[config.mk]
export PLATFORM = sky130hd
export DESIGN_NAME = win_watchdog
export DESIGN_NICKNAME = d
export VERILOG_FILES = /design/src/rtl/win_watchdog.sv
export SDC_FILE = /design/constraint.sdc
export NUM_CORES = 1
export LEC_CHECK = 0
export ABC_AREA = 1
export BUFFER_PORTS_ARGS = -buffer_cell sky130_fd_sc_hd__buf_2
export CORE_MARGIN = 8
export CORE_UTILIZATION = 34
export CTS_CLUSTER_SIZE = 30
export DETAILED_ROUTE_END_ITERATION = 8
export PLACE_DENSITY = 0.52
export SYNTH_ARGS = -nofsm -noshare
export SYNTH_HDL_FRONTEND = slang
export SYNTH_SLANG_ARGS = --single-unit
[constraint.sdc]
create_clock -name clk -period 2 [get_ports clk]
set_input_delay 0.1 -clock clk [delete_from_list [all_inputs] [get_ports clk]]
set_output_delay 0.1 -clock clk [all_outputs]
set_load 0.1 [all_outputs]
[src/rtl/win_watchdog.sv]
module win_watchdog #(
  parameter int TICK_DIV = 4096
) (
  input  logic       clk,
  input  logic       rst_n,
  input  logic       bus_wr,
  input  logic [1:0] bus_addr,
  input  logic [9:0] bus_wdata,
  input  logic [1:0] rd_addr,
  output logic [9:0] rd_data,
  output logic       irq_warn,
  output logic       rst_req
);
  localparam int DIV_W = $clog2(TICK_DIV * 8);
  localparam logic [6:0] CNT_INIT = 7'h7F;
  localparam logic [6:0] CNT_EDGE = 7'h40;
  localparam logic [6:0] CNT_WARN = 7'h41;

  logic [DIV_W-1:0] div_q;
  logic [DIV_W:0]   div_lim;
  logic [6:0]       cnt_q, win_q;
  logic [1:0]       sel_q;
  logic             ie_q, flag_q, act_q, rst_q;
  logic             tick, ctrl_wr, cfg_wr, st_wr, fault, warn_set;

  assign ctrl_wr  = bus_wr && bus_addr == 2'd0;
  assign cfg_wr   = bus_wr && bus_addr == 2'd1;
  assign st_wr    = bus_wr && bus_addr == 2'd2;
  assign div_lim  = ((DIV_W+1)'(TICK_DIV) << sel_q) - (DIV_W+1)'(1);
  assign tick     = {1'b0, div_q} >= div_lim;
  assign warn_set = !ctrl_wr && tick && cnt_q == CNT_WARN;
  assign fault    = act_q && (ctrl_wr ? (!bus_wdata[6] || cnt_q > win_q)
                                      : (tick && cnt_q == CNT_EDGE));

  always_ff @(posedge clk or negedge rst_n) begin
    if (!rst_n) begin
      div_q  <= '0;
      cnt_q  <= CNT_INIT;
      win_q  <= CNT_INIT;
      sel_q  <= 2'd0;
      ie_q   <= 1'b0;
      flag_q <= 1'b0;
      act_q  <= 1'b0;
      rst_q  <= 1'b0;
    end else if (fault) begin
      div_q  <= '0;
      cnt_q  <= CNT_INIT;
      win_q  <= CNT_INIT;
      sel_q  <= 2'd0;
      ie_q   <= 1'b0;
      flag_q <= 1'b0;
      act_q  <= 1'b0;
      rst_q  <= 1'b1;
    end else begin
      rst_q <= 1'b0;
      if (ctrl_wr) begin
        cnt_q <= bus_wdata[6:0];
        act_q <= act_q | bus_wdata[7];
        div_q <= '0;
      end else if (tick) begin
        cnt_q <= cnt_q - 7'd1;
        div_q <= '0;
      end else begin
        div_q <= div_q + DIV_W'(1);
      end
      if (cfg_wr) begin
        win_q <= bus_wdata[6:0];
        sel_q <= bus_wdata[8:7];
        ie_q  <= bus_wdata[9];
      end
      if (warn_set)
        flag_q <= 1'b1;
      else if (st_wr && !bus_wdata[0])
        flag_q <= 1'b0;
    end
  end

  always_comb begin
    case (rd_addr)
      2'd0:    rd_data = {2'b00, act_q, cnt_q};
      2'd1:    rd_data = {ie_q, sel_q, win_q};
      2'd2:    rd_data = {9'd0, flag_q};
      default: rd_data = '0;
    endcase
  end

  assign irq_warn = flag_q & ie_q;
  assign rst_req  = rst_q;
endmodule

* Word-level counts from Yosys, hierarchy flattened
Cells that the tools add are included.
Word-level totals: register bits after elaboration 35, latch bits 0, memory bits (writable) 0, ROM bits 0, output and inout port bits 12, word-level logic and storage cells 60, memories 0
Operators by class: add/subtract/negate cells 3, multiply operators 0, divide/modulo/power cells 0, order comparisons 2, equal/unequal tests 6, shift-type cells 1, mux-type cells 20, bitwise gates (word level) 2, reduce and logical (&&, ||, !) cells 18
Operators with widths (count):
- two-way mux 15 bit | 3
- two-way mux 7 bit | 5
- one-hot mux 10 bit (3 select lines) | 1
- >= comparator 15 x 16 -> 1 bit | 1
- << shifter 13 x 2 -> 16 bit, first input constant | 1
- subtractor 16 x 2 -> 16 bit, second input constant | 1
- adder 15 x 1 -> 15 bit, second input constant | 1
- equality test 7 bit, second input constant | 2
- two-way mux 1 bit | 9
- logical AND 1 bit | 8
- greater-than comparator 7 bit | 1
- subtractor 7 x 1 -> 7 bit, second input constant | 1
- nonzero test 3 bit | 2
- equality test 2 x 1 -> 1 bit, second input constant | 2
- equality test 2 bit, second input constant | 2
- logical NOT 2 bit | 2
- two-way mux 2 bit | 2
- nonzero test 2 bit | 2
- logical NOT 1 bit | 3
- bitwise AND 1 bit | 1
- logical OR 1 bit | 1
- bitwise OR 1 bit | 1

* Longest topological paths before layout
word-level depth 7, mapped depth 11

* Worst setup path after synthesis
No wires, ideal clock.
path kind register -> output, start point register win_q[2], end point output rd_data[2], arrival time 2.662 ns, data required time 1.900 ns, slack -0.762 ns, cell stages (with the launch flop) 3, cells stage by stage dfstp_2 -> inv_1 -> o21ai_0
Between the ends: word-level cells in the longest chain between the ends 1
Ends and longest elaborated chain:
- start: declaration | line 21 | logic [6:0] cnt_q, win_q;
- start signal: assignment | line 67 | win_q <= bus_wdata[6:0];
- one-hot mux 10 bit (3 select lines) | line 79 | case (rd_addr)
- end: declaration | line 10 | output logic [9:0] rd_data,
Every way passes these cells.

* Worst setup path after layout
start point register win_q[6], end point register win_q[4]
Between the ends: word-level cells in the longest chain between the ends 5, elaborated cells on any way between the ends 6, those cells by class 1 x order compare; 2 x mux; 3 x reduce/logical
Ends and longest elaborated chain:
- greater-than comparator 7 bit * | line 32 | assign fault = act_q && (ctrl_wr ? (!bus_wdata[6] || cnt_q > win_q)
- logical OR 1 bit * | line 32
- two-way mux 1 bit * | line 32
- logical AND 1 bit * | line 32
- two-way mux 7 bit or nonzero test 2 bit (tied branches)
Mark *: on every way between the ends. The rest lies on a longest branch, timed or not. A chain may end at the register's enable or synchronous reset.

==> qor.txt <==
Fin Clk Skew = 10.30 ps
Initial Utilization = 34.58%
pin count of the biggest net entering global routing = 36
synthesized area per cell = 7.930 sq um
commonest cells in the netlist = nand2_1, inv_1, nor2_1, dfrtp_1, nand3_1
Slew @ Worst Pin = 819.3 ps
Pwr per Cell Area = 997.1 nW/um^2
CTS tree = yes
Most Frequent Cell on Critical Path = nand2_1
clk buf depth = 2
Pwr Total = 2682 uW
CP Capture Type = flop
area share of the leading cell type in the synthesized netlist = 22.62%
global placer's final weighted congestion = 0.8184
max_cap viols = 0
Synth Flop Type = dfrtp_1
YS warnings = 0
CP Launch Type = flop
crit path DAT = 2040 ps
gr ovfl total = 0
clock transition at the registers of the reported paths = 80 ps
Residual DRC = 0
Inserted Clock Buffers = 5
Antenna diodes = 0
Final ANT Viol Nets = 0
CTS root buf = clkbuf_8
dominant cell type by area after synthesis = dfrtp_1
leak pwr = 0.001446 uW
# clock sinks = 35
synthesized area = 2323 sq um
synth-to-layout area growth = 15.78%
pre-CTS WS = 129.4 ps
worst setup margin = 187.2 ps
Vias/cell = 4.722
Final min period = 1813 ps
FILL cells = 695
most frequent cell after synthesis = nand2_1
CP bufs+invs = 1
IO Count = 29
DIE WIDTH = 98.67 um
status = completed
full die area = 9735 sq um
Core Box Area = 6719 sq um
Mapped Cells = 293
unrepaired setup endpoints after global routing = false
Die Y = 98.67 um
Crit Path Max Fanout = 14
setup bufs post-CTS = 0
antenna violations before repair = 0
Tcrit/Tclk final = 90.64%
Req. time, crit path = 2230 ps
cell chain of the critical path = inv_1 > ha_1 > nand2_1 > nor2_1 > nand2_1 > nand2_1 > nand2_1 > nand2_1 > nand3_4 > nand3_1
Final setup viols = 0
vias in the first global route = 2008
Vias = 1936
WL final = 5.828 mm
DP Wirelength = 4.389 mm
number of flops mapped to enable cells by yosys = 0
worst hold path class = in2reg
Max H-tree Level = 2
Final Max Tran Viols = 0
clk_lat worst skew = 290 ps
Global Route Usage Sum = 12.85%
routed len/inst = 14.21 um
hold_ws = 72.42 ps
Yosys reg bits = 35
timing-limited maximum frequency = 551.6 MHz
asr flop ratio synth = 100.0%
Finished Core Util = 40.04%
Final #Nets = 360
slowest stage cell, crit path = dfstp_2
Final Hold Viols = 0
row count = 30
first-pass GRT wire length = 10.05 mm
IO buf count = 28
Syn Nets = 324
Area contributors post-synth = dfrtp_1, dfstp_2, nand2_1
layout cells sized above 1 = 26.67%
post-synth cell types = 34
iteration count of the initial detailed-routing pass = 4
register area share after synthesis = 38.45%
kind of critical path = reg2reg
slowest stage delay, CP = 530 ps
family with the most delay on the worst path = simple AND/OR/NAND/NOR gates
VDD IR max = 0.0003150 V
DRT iter0 DRCs = 67
Max-Slew Margin vs Limit = 45.38%
metal layers:
metal  part of all wire (%)  up-vias  global-route usage (%)
met2                     44       33                   20.41
met4                    1.6        0                   5.195
met1                     51      882                   16.47
li1                       -     1013                       -
met5                      0        -                       0
met3                    3.5        8                   2.819
worst paths after layout:
path                                 startpoint                    to  slack, ps  cells after the start
setup / recovery           win_q[6]$_DFFE_PN1P_  win_q[4]$_DFFE_PN1P_        190                     10
hold / removal                     bus_wdata[5]  win_q[5]$_DFFE_PN1P_         70                      3
setup reg to reg           win_q[6]$_DFFE_PN1P_  win_q[4]$_DFFE_PN1P_        190                     10
hold reg to reg              div_q[0]$_DFF_PN0_    div_q[0]$_DFF_PN0_        470                      1
max in group asynchronous                 rst_n    div_q[4]$_DFF_PN0_       1030                      2
min in group asynchronous                 rst_n    div_q[0]$_DFF_PN0_        440                      2
layout make-up:
type	count	area (sq um)	area share [%]
multi-input cells	204	1240	46.09
clock buffers	7	76.32	2.837
flip-flops and latches	35	893.4	33.21
repair buffers	35	195.2	7.256
well taps	80	100.1	3.721
inverters	48	180.2	6.698
clock inverters	1	5.005	0.1860
worst register-to-register path, cell delays in order, from the launching register on:
cell     delay [ps]
dfstp_2         530
inv_1            60
ha_1            280
nand2_1          70
nor2_1          140
nand2_1          70
nand2_1          50
nand2_1          50
nand2_1         110
nand3_4         240
nand3_1         160
timing repair:
item                                    4_1_cts  5_1_grt
endpoints found under the setup margin        0        6
endpoints found under the hold margin        21        0
resized for setup                             0        2
hold buffers                                  1        0
cells by family after synthesis:
| kind of cell | count (synthesis) | share of synthesized area [%] |
|---|---|---|
| compound gates | 34 | 8.078 |
| simple gates | 145 | 31.83 |
| fa+ha+maj | 14 | 7.539 |
| mux | 2 | 0.9692 |
| xor+xnor | 9 | 3.392 |
| buf+inv | 54 | 9.747 |
| flops | 35 | 38.45 |
flip-flops by register name, indices dropped and copies added (netlist names):
signal / flops
sel_q: 2
ie_q: 1
win_q: 7
div_q: 15
rst_req: 1
cnt_q: 7
act_q: 1
flag_q: 1
through the flow:
step	instance area [sq um]	TNS (ps)	instances
detailed placement	2594	0	401
floorplan	2355	-165.6	293
global route	2690	0	410
global placement	2594	0	401
finish	2690	0	410
CTS	2685	0	410
cells in the final DEF (no fill, tap or decap), drive strengths merged:
cell type    netlist  final
dlygate4sd3        0      1
xor2               5      5
mux2               2      2
a21oi             10     10
clkinv             0      1
o211ai             2      2
dfstp             14     14
nand3b             1      1
nor2              34     34
buf                4     34
dfrtp             21     21
o22ai              5      5
a211oi             1      1
inv               48     48
o21ai             14     14
nand2             69     69
nand3             28     28
o21bai             1      1
or2                1      1
xnor2              4      4
a31oi              1      1
nand4              8      8
ha                14     14
clkbuf             2      7
nor3               4      4
report_power, final:
part	internal [uW]	leakage [uW]	switching [uW]	total, uW
sequential	921	0.000427	164	1090
clock	245	0.0000422	268	513
combinational	358	0.000977	726	1080
total	1520	0.00145	1160	2680
Power figures use the tool's default switching activity.
